[config.mk]
export PLATFORM = sky130hd
export DESIGN_NAME = edac16
export DESIGN_NICKNAME = d
export VERILOG_FILES = /design/src/rtl/edac_pkg.sv /design/src/rtl/edac_checkgen.sv /design/src/rtl/edac_syn_decode.sv /design/src/rtl/edac_capture.sv /design/src/rtl/edac16.sv
export SDC_FILE = /design/constraint.sdc
export NUM_CORES = 1
export LEC_CHECK = 0
export ABC_AREA = 1
export BUFFER_PORTS_ARGS = -buffer_cell sky130_fd_sc_hd__buf_2
export CAP_MARGIN = 25
export CORE_UTILIZATION = 40
export CTS_BUF_LIST = sky130_fd_sc_hd__clkbuf_4 sky130_fd_sc_hd__clkbuf_8 sky130_fd_sc_hd__clkbuf_16
export CTS_CLUSTER_SIZE = 20
export DETAILED_ROUTE_END_ITERATION = 12
export GPL_TIMING_DRIVEN = 0
export PLACE_DENSITY = 0.62
export SETUP_SLACK_MARGIN = 0.1
export SLEW_MARGIN = 20
export SYNTH_ARGS = -nofsm -noshare
export SYNTH_HDL_FRONTEND = slang
export SYNTH_HIERARCHICAL = 1
export SYNTH_SLANG_ARGS = --single-unit
[constraint.sdc]
create_clock -name clk -period 7.1 [get_ports clk]
set_clock_uncertainty 0.1 [all_clocks]
set_input_delay 2.13 -clock clk [delete_from_list [all_inputs] [get_ports clk]]
set_output_delay 2.13 -clock clk [all_outputs]
set_load 0.05 [all_outputs]
[src/rtl/edac_pkg.sv]
package edac_pkg;
  localparam int DATA_W = 16;
  localparam int CHK_W  = 6;
  localparam logic [CHK_W-1:0] INV_MASK = 6'b000011;

  typedef enum logic [1:0] {
    MODE_GEN   = 2'b00,
    MODE_FETCH = 2'b01,
    MODE_LATCH = 2'b11,
    MODE_FIX   = 2'b10
  } edac_mode_e;

  function automatic logic code_skipped(input logic [CHK_W-1:0] v);
    return (v == 6'h07) || (v == 6'h0B) || (v == 6'h34) || (v == 6'h38);
  endfunction

  // Code assigned to data bit idx: idx-th weight-3 value in ascending order.
  function automatic logic [CHK_W-1:0] bit_code(input int idx);
    logic [CHK_W-1:0] r;
    logic [CHK_W-1:0] v;
    int n;
    r = '0;
    n = 0;
    for (int c = 0; c < (1 << CHK_W); c++) begin
      v = CHK_W'(c);
      if ($countones(v) == 3 && !code_skipped(v)) begin
        if (n == idx) r = v;
        n++;
      end
    end
    return r;
  endfunction

  // Data bits that feed check bit j.
  function automatic logic [DATA_W-1:0] col_mask(input int j);
    logic [DATA_W-1:0] m;
    logic [CHK_W-1:0] cd;
    for (int i = 0; i < DATA_W; i++) begin
      cd = bit_code(i);
      m[i] = cd[j];
    end
    return m;
  endfunction
endpackage

[src/rtl/edac_checkgen.sv]
module edac_checkgen
  import edac_pkg::*;
#(
  parameter int DW = DATA_W,
  parameter int CW = CHK_W
) (
  input  logic [DW-1:0] data,
  output logic [CW-1:0] chk_raw
);
  for (genvar j = 0; j < CW; j++) begin : g_col
    localparam logic [DW-1:0] COL = col_mask(j);
    assign chk_raw[j] = ^(data & COL);
  end
endmodule

[src/rtl/edac_syn_decode.sv]
module edac_syn_decode
  import edac_pkg::*;
#(
  parameter int DW = DATA_W,
  parameter int CW = CHK_W
) (
  input  logic [CW-1:0] syn,
  output logic [DW-1:0] flip,
  output logic          any_err,
  output logic          uncorr
);
  logic [DW-1:0] hit;
  logic          chk_only;

  for (genvar i = 0; i < DW; i++) begin : g_hit
    localparam logic [CW-1:0] CODE = bit_code(i);
    assign hit[i] = (syn == CODE);
  end

  assign chk_only = ($countones(syn) == 1);
  assign flip     = hit;
  assign any_err  = |syn;
  assign uncorr   = (|syn) && !chk_only && !(|hit);
endmodule

[src/rtl/edac_capture.sv]
module edac_capture #(
  parameter int DW = 16,
  parameter int CW = 6
) (
  input  logic          clk,
  input  logic          rst_n,
  input  logic          load,
  input  logic [DW-1:0] d_in,
  input  logic [CW-1:0] c_in,
  output logic [DW-1:0] d_q,
  output logic [CW-1:0] c_q
);
  always_ff @(posedge clk or negedge rst_n) begin
    if (!rst_n) begin
      d_q <= '0;
      c_q <= '0;
    end else if (load) begin
      d_q <= d_in;
      c_q <= c_in;
    end
  end
endmodule

[src/rtl/edac16.sv]
module edac16
  import edac_pkg::*;
(
  input  logic              clk,
  input  logic              rst_n,
  input  logic [1:0]        mode,
  input  logic [DATA_W-1:0] data_in,
  output logic [DATA_W-1:0] data_out,
  output logic              data_oe,
  input  logic [CHK_W-1:0]  chk_in,
  output logic [CHK_W-1:0]  chk_out,
  output logic              chk_oe,
  output logic              single_err,
  output logic              double_err
);
  edac_mode_e        cyc;
  logic [DATA_W-1:0] data_q;
  logic [CHK_W-1:0]  chk_q;
  logic [CHK_W-1:0]  raw_w;
  logic [CHK_W-1:0]  raw_q;
  logic [CHK_W-1:0]  syn;
  logic [DATA_W-1:0] flip;
  logic              any_err;
  logic              uncorr;

  assign cyc = edac_mode_e'(mode);

  edac_capture #(.DW(DATA_W), .CW(CHK_W)) u_cap (
    .clk  (clk),
    .rst_n(rst_n),
    .load (cyc == MODE_LATCH),
    .d_in (data_in),
    .c_in (chk_in),
    .d_q  (data_q),
    .c_q  (chk_q)
  );

  edac_checkgen #(.DW(DATA_W), .CW(CHK_W)) u_gen_wr (
    .data   (data_in),
    .chk_raw(raw_w)
  );

  edac_checkgen #(.DW(DATA_W), .CW(CHK_W)) u_gen_rd (
    .data   (data_q),
    .chk_raw(raw_q)
  );

  // Undo the stored inversion, then compare with the regenerated parity.
  assign syn = (chk_q ^ INV_MASK) ^ raw_q;

  edac_syn_decode #(.DW(DATA_W), .CW(CHK_W)) u_dec (
    .syn    (syn),
    .flip   (flip),
    .any_err(any_err),
    .uncorr (uncorr)
  );

  always_comb begin
    data_out   = '0;
    data_oe    = 1'b0;
    chk_out    = '0;
    chk_oe     = 1'b0;
    single_err = 1'b0;
    double_err = 1'b0;
    unique case (cyc)
      MODE_GEN: begin
        chk_out = raw_w ^ INV_MASK;
        chk_oe  = 1'b1;
      end
      MODE_FETCH: ;
      MODE_LATCH: begin
        single_err = any_err;
        double_err = uncorr;
      end
      MODE_FIX: begin
        data_out   = uncorr ? data_q : (data_q ^ flip);
        data_oe    = 1'b1;
        chk_out    = syn;
        chk_oe     = 1'b1;
        single_err = any_err;
        double_err = uncorr;
      end
      default: ;
    endcase
  end
endmodule

# Yosys cells after proc, flatten, opt, wreduce, memory -nomap -nowiden
# Index checks and enable logic that the tools add are counted.
dict set report word_totals {
  in_bits 26
  output_inout_bits 26
  register_bits 22
  elab_cells 58
}
dict set report op_classes {
  bitwise 4
  n_reduce_logical 21
  muxes 7
  addsub 5
  n_eq_ne 19
}
# operator n
set ops {}
lappend ops {{16-bit parity} 12}
lappend ops {{32-bit adder} 2}
lappend ops {{6-bit == test (second input constant)} 8}
lappend ops {{6-bit by 5-bit == test with 1-bit output (second input constant)} 6}
lappend ops {{32-bit by 2-bit == test with 1-bit output (second input constant)} 1}
lappend ops {{16-bit two-way mux} 2}
lappend ops {{16-bit OR reduction} 1}
lappend ops {{16-bit bitwise XOR} 1}
lappend ops {{6-bit by 4-bit == test with 1-bit output (second input constant)} 2}
lappend ops {{6-bit case mux with 2 select lines} 1}
lappend ops {{1-bit by 1-bit adder with 2-bit output} 3}
lappend ops {{6-bit OR reduction} 1}
lappend ops {{6-bit bitwise XOR} 1}
lappend ops {{2-bit == test (second input constant)} 2}
lappend ops {{1-bit two-way mux} 4}
lappend ops {{2-bit NOT} 2}
lappend ops {{2-bit OR reduction} 2}
lappend ops {{1-bit logical AND} 2}
lappend ops {{1-bit zero test} 2}
lappend ops {{2-bit zero test} 1}

# Depth between registers and ports, before layout
dict set report depth {
  ltp_word 11
  depth_mapped 26
}

# By module
# The synthesis kept the hierarchy.
# module n_inst seq_area_each_um2 area_each_um2 cells_each
set by_module_without_submodules {}
lappend by_module_without_submodules {edac_checkgen 2 0.0 578.1 114}
lappend by_module_without_submodules {edac_capture 1 550.5 839.6 93}
lappend by_module_without_submodules {edac16 1 0.0 576.8 130}
lappend by_module_without_submodules {edac_syn_decode 1 0.0 421.7 75}

# Least setup slack after synthesis
# OpenSTA, ideal clock, no wires.
dict set report synth_timing {
  path_type {reg2out}
  start {register u_cap.d_q[6]}
  end {output port data_out[4]}
  arrival_time_ns 4.490
  required_time_ns 4.870
  stages_incl_launch_ff 26
  path_slack_ns 0.380
  cell_sequence {dfrtp_1 inv_1 nand2_1 nand2_2 nand2_1 nand2_1 nand2_1 nand3_1 nand2_1 inv_1 nand2_1 and2_1 inv_2 fa_1 fa_1 inv_1 ha_1 fa_1 nor3b_1 nor2_4 nand3_2 nor2_2 inv_1 buf_2 a21oi_1 nor2_1}
}
dict set report synth_via {
  elab_chain_cells 11
  elab_cells_between_ends 35
  classes_between {5 x add/sub; 17 x eq/ne; 2 x mux; 2 x bitwise; 9 x reduce/logical}
}
# item line
set synth_rtl {}
lappend synth_rtl {{start, declared} edac_capture.sv:10} ;# output logic [DW-1:0] d_q,
lappend synth_rtl {{start signal, assigned} edac_capture.sv:18} ;# d_q <= d_in;
lappend synth_rtl {{16-bit parity *} edac_checkgen.sv:12} ;# assign chk_raw[j] = ^(data & COL);
lappend synth_rtl {{named net raw_q[3]} edac16.sv:20} ;# logic [CHK_W-1:0] raw_q;
lappend synth_rtl {{6-bit bitwise XOR *} edac16.sv:49} ;# assign syn = (chk_q ^ INV_MASK) ^ raw_q;
lappend synth_rtl {{named net syn[3]} edac16.sv:21} ;# logic [CHK_W-1:0] syn;
lappend synth_rtl {{1-bit by 1-bit adder with 2-bit output (implied by the code)} edac_syn_decode.sv:20} ;# assign chk_only = ($countones(syn) == 1);
lappend synth_rtl {{32-bit adder (implied by the code) (2 in a row)} edac_syn_decode.sv:20}
lappend synth_rtl {{32-bit by 2-bit == test with 1-bit output} edac_syn_decode.sv:20}
lappend synth_rtl {{1-bit zero test} edac_syn_decode.sv:23} ;# assign uncorr = (|syn) && !chk_only && !(|hit);
lappend synth_rtl {{1-bit logical AND} edac_syn_decode.sv:23}
lappend synth_rtl {{1-bit logical AND *} edac_syn_decode.sv:23}
lappend synth_rtl {{named net uncorr} edac16.sv:24} ;# logic uncorr;
lappend synth_rtl {{16-bit two-way mux *} edac16.sv:76} ;# data_out = uncorr ? data_q : (data_q ^ flip);
lappend synth_rtl {{16-bit two-way mux *} edac16.sv:65} ;# unique case (cyc)
lappend synth_rtl {{end, declared} edac16.sv:8} ;# output logic [DATA_W-1:0] data_out,
# The timed path passes the listed nets; every way through them passes the cells marked *.

# Worst setup path after layout
dict set report layout_timing {
  start {register u_cap.d_q[1]}
  end {output port data_out[15]}
}
# Same word-level chain as after synthesis.

==> results.toml <==
[power_and_ir_drop]
switching_share = 0.540
p_seq_frac = 0.136
intPower_w = 0.000589
p_leak_nw = 2.18
p_sw_w = 0.000691
vdd_ir_drop_max_v = 0.000170
clkPwrFrac = 0.092
comb_power_share = 0.773
p_per_area_nw_per_um2 = 342

[drt]
routed_via_density = 4.69
dr.pass1.iters = 5
drtIter0Drc = 112
num_vias = 3262
drcViolationCount = 0
wirelength_um = 8110
routedWlPerCell_um = 11.7
ant_nets = 0

[clock_network]
cts_root_buf = "clkbuf_8"
cts.path.max_buffers = 2
clk_pin_slew_worst_paths_ns = 0.08
tritoncts = "built"
cts.sinks = 22
clock_latency_ns = 0.26
cts.htree.levels = 1
cts-buffers-inserted = 3

[place]
hpwl_um = 6590
gp_congestion = 0.823
io_buffers = 51
post_dp_cell_area_um2 = 3370

[synth]
netlist_area_um2 = 2990
yosysTopAreaCellShare = 0.291
yosys.area.top_type = "nand2_1"
synth_nets = 560
syn_avg_cell_area_um2 = 5.69
yosysMostFrequentCell = "nand2_1"
yosysSeqAreaShare = 0.184
ys_warn_count = 6
ys_top_cells_by_area = "nand2_1 (29%), dfrtp_1 (18%), nand3_1 (10%)"
synth-seq-cells = 22
netlist_instances = 526
async_flop_share = 1.00
synth_edf_count = 0
synth-main-ff-cell = "dfrtp_1"
ys_types = 23
synth_top_cells_by_count = "nand2_1 (232), inv_1 (65), nand3_1 (60)"

[cells_and_area]
fin_area_um2 = 3750
diodes = 0
drive_above_1_share = 0.215
fin_nets = 631
nFillCells = 774
area_growth_pct = 25.1

[timing]
fin_tns_setup_ns = 0
slew_viol_final = 0
period_share = 0.951
slew_headroom = 0.667
max_freq_ghz = 0.148
worst_slew_pin_slew_ns = 0.499
rsz0062_at_grt = "no"
fin_crit_ns = 6.75
finalSetupViolations = 0
hold_viol = 0

[grt]
antenna_found_initial = 0
globalRouteTotalUtil = 0.215
grt_pass1_wl_um = 13000
grt_max_degree = 23
grt_pass1_vias = 2773
grt-ovfl-total = 0

[job]
cap_violations = 0

[worst_setup_path]
cp_max_fo = 10
cp-start-kind = "flip-flop"
end_kind = "output pin"
worst_ep_required_time_ns = 4.87
critPathKind = "flip-flop to output pin"
arrival_ns = 4.52

[floorplanning]
die_area_um2 = 7830
start_util = 0.413
core_region_area_um2 = 7250
rows = 31
die_h_um = 88.5
die-width_um = 88.5
ios = 52

[hold_path]
hold_class = "flip-flop to flip-flop"

[run_status]
status = "finished, final reports clean"
[cells in the final DEF (no fill, tap or decap)]
master | netlist | layout
dfrtp_1 | 22 | 7
fa_1 | 3 | 3
nand2_2 | 3 | 5
a21oi_1 | 18 | 18
nor2_1 | 37 | 33
dfrtp_2 | 0 | 15
nor2_2 | 4 | 7
nor2_4 | 2 | 3
nand3_2 | 1 | 1
buf_4 | 2 | 27
nor3b_4 | 0 | 1
clkbuf_8 | 0 | 3
inv_2 | 6 | 8
xnor2_4 | 0 | 1
inv_1 | 65 | 63
xor2_1 | 20 | 20
ha_1 | 5 | 5
buf_12 | 0 | 2
buf_6 | 4 | 12
and2_4 | 0 | 3
xnor2_1 | 26 | 24
clkbuf_2 | 2 | 1
buf_2 | 3 | 35
and2_1 | 6 | 3
nand3_1 | 60 | 60
nand2b_1 | 2 | 2
nand2_1 | 232 | 230
xnor2_2 | 2 | 3
bufinv_16 | 0 | 1
[worst max-delay path: stages, from the launching register on]
cell and delay (ns):
dfrtp_2 0.48, buf_12 0.15, xor2_1 0.13, nand2_1 0.07, nand2_1 0.06, inv_1 0.05, nand2_1 0.04, nand2_1 0.13
inv_1 0.06, nand2_1 0.08, and2_4 0.16, inv_2 0.05, fa_1 0.47, fa_1 0.49, inv_1 0.04, ha_1 0.18
fa_1 0.47, nor3b_4 0.26, nor2_4 0.06, nand3_2 0.09, nor2_4 0.05, inv_2 0.08, buf_4 0.17, a21oi_1 0.07
nor2_1 0.15, buf_4 0.22
[registers in the layout, indices dropped and copies added, names as in the netlist]
name / cells
u_cap/d_q: 16
u_cap/c_q: 6
[final timing paths]
path,start,end,slack (ns),cells past startpoint
min,u_cap/c_q[1]$_DFFE_PN0P_,u_cap/c_q[1]$_DFFE_PN0P_,0.41,2
min in group asynchronous,rst_n,u_cap/c_q[3]$_DFFE_PN0P_,1.72,1
max reg2reg,u_cap/d_q[1]$_DFFE_PN0P_,u_cap/d_q[1]$_DFFE_PN0P_,6.17,3
min reg2reg,u_cap/c_q[1]$_DFFE_PN0P_,u_cap/c_q[1]$_DFFE_PN0P_,0.41,2
max in group asynchronous,rst_n,u_cap/d_q[0]$_DFFE_PN0P_,4.81,1
max,u_cap/d_q[1]$_DFFE_PN0P_,data_out[15],0.35,25
[layout make-up]
cell class	instances	area [um^2]	share of cell area
multi-input combinational	422	2160	0.576
inverter	71	267	0.0711
buffer	11	98.8	0.0264
tap	99	124	0.0331
clock buffer	3	41.3	0.0110
sequential	22	569	0.152
timing repair buffer	66	459	0.123
clock inverter	1	30.0	0.00802
[power by group through the flow]
stage,logic [W],registers (W),clock network [W]
6_report,0.000989,0.000174,0.000117
5_1_grt,0.00110,0.000177,0.000124
4_1_cts,0.000903,0.000177,0.000119
3_5_place_dp,0.000843,0.000178,0
3_3_place_gp,0.000833,0.000177,0
2_1_floorplan,0.000662,0.000166,0
[repair_timing]
action | in CTS | in global routing
buffers inserted | 1 | 14
pin swaps | 0 | 4
resized for setup | 30 | 35
hold buffers | 0 | 0
setup endpoints to repair | 16 | 16
[stage by stage]
step / util / worst slack (ns) / hold slack, ns / power [W] / instances
6_report: 0.516 / 0.350 / 0.408 / 0.00128 / 695
5_1_grt: 0.516 / 0.100 / 0.432 / 0.00140 / 695
3_3_place_gp: 0.465 / 0.132 / 0.382 / 0.00101 / 676
2_1_floorplan: - / 0.380 / 0.363 / 0.000828 / 526
4_1_cts: 0.487 / 0.0598 / 0.407 / 0.00120 / 681
3_5_place_dp: 0.465 / 0.0311 / 0.388 / 0.00102 / 676
[layer usage]
| metal | track usage | vias to the layer above | share of wire | wire length [um] |
|---|---|---|---|---|
| met5 | 0 | - | 0 | 0 |
| met2 | 0.388 | 77 | 0.49 | 3980 |
| met1 | 0.281 | 1445 | 0.46 | 3730 |
| met3 | 0.0121 | 6 | 0.036 | 290 |
| li1 | - | 1734 | - | - |
| met4 | 0.0484 | 0 | 0.013 | 106 |
[kinds of logic (layout without fill, tap and decap cells)]
kind of cell,Yosys count,in the layout,synth area share
XOR/XNOR,48,48,0.145
buffers and inverters,82,152,0.117
AND/OR/NAND/NOR,348,348,0.482
flip-flops,22,22,0.184
AO/OA/AOI/OAI,18,18,0.0301
adder cells (fa/ha/maj),8,8,0.0410
No activity file was read; power rests on OpenSTA's default activity.
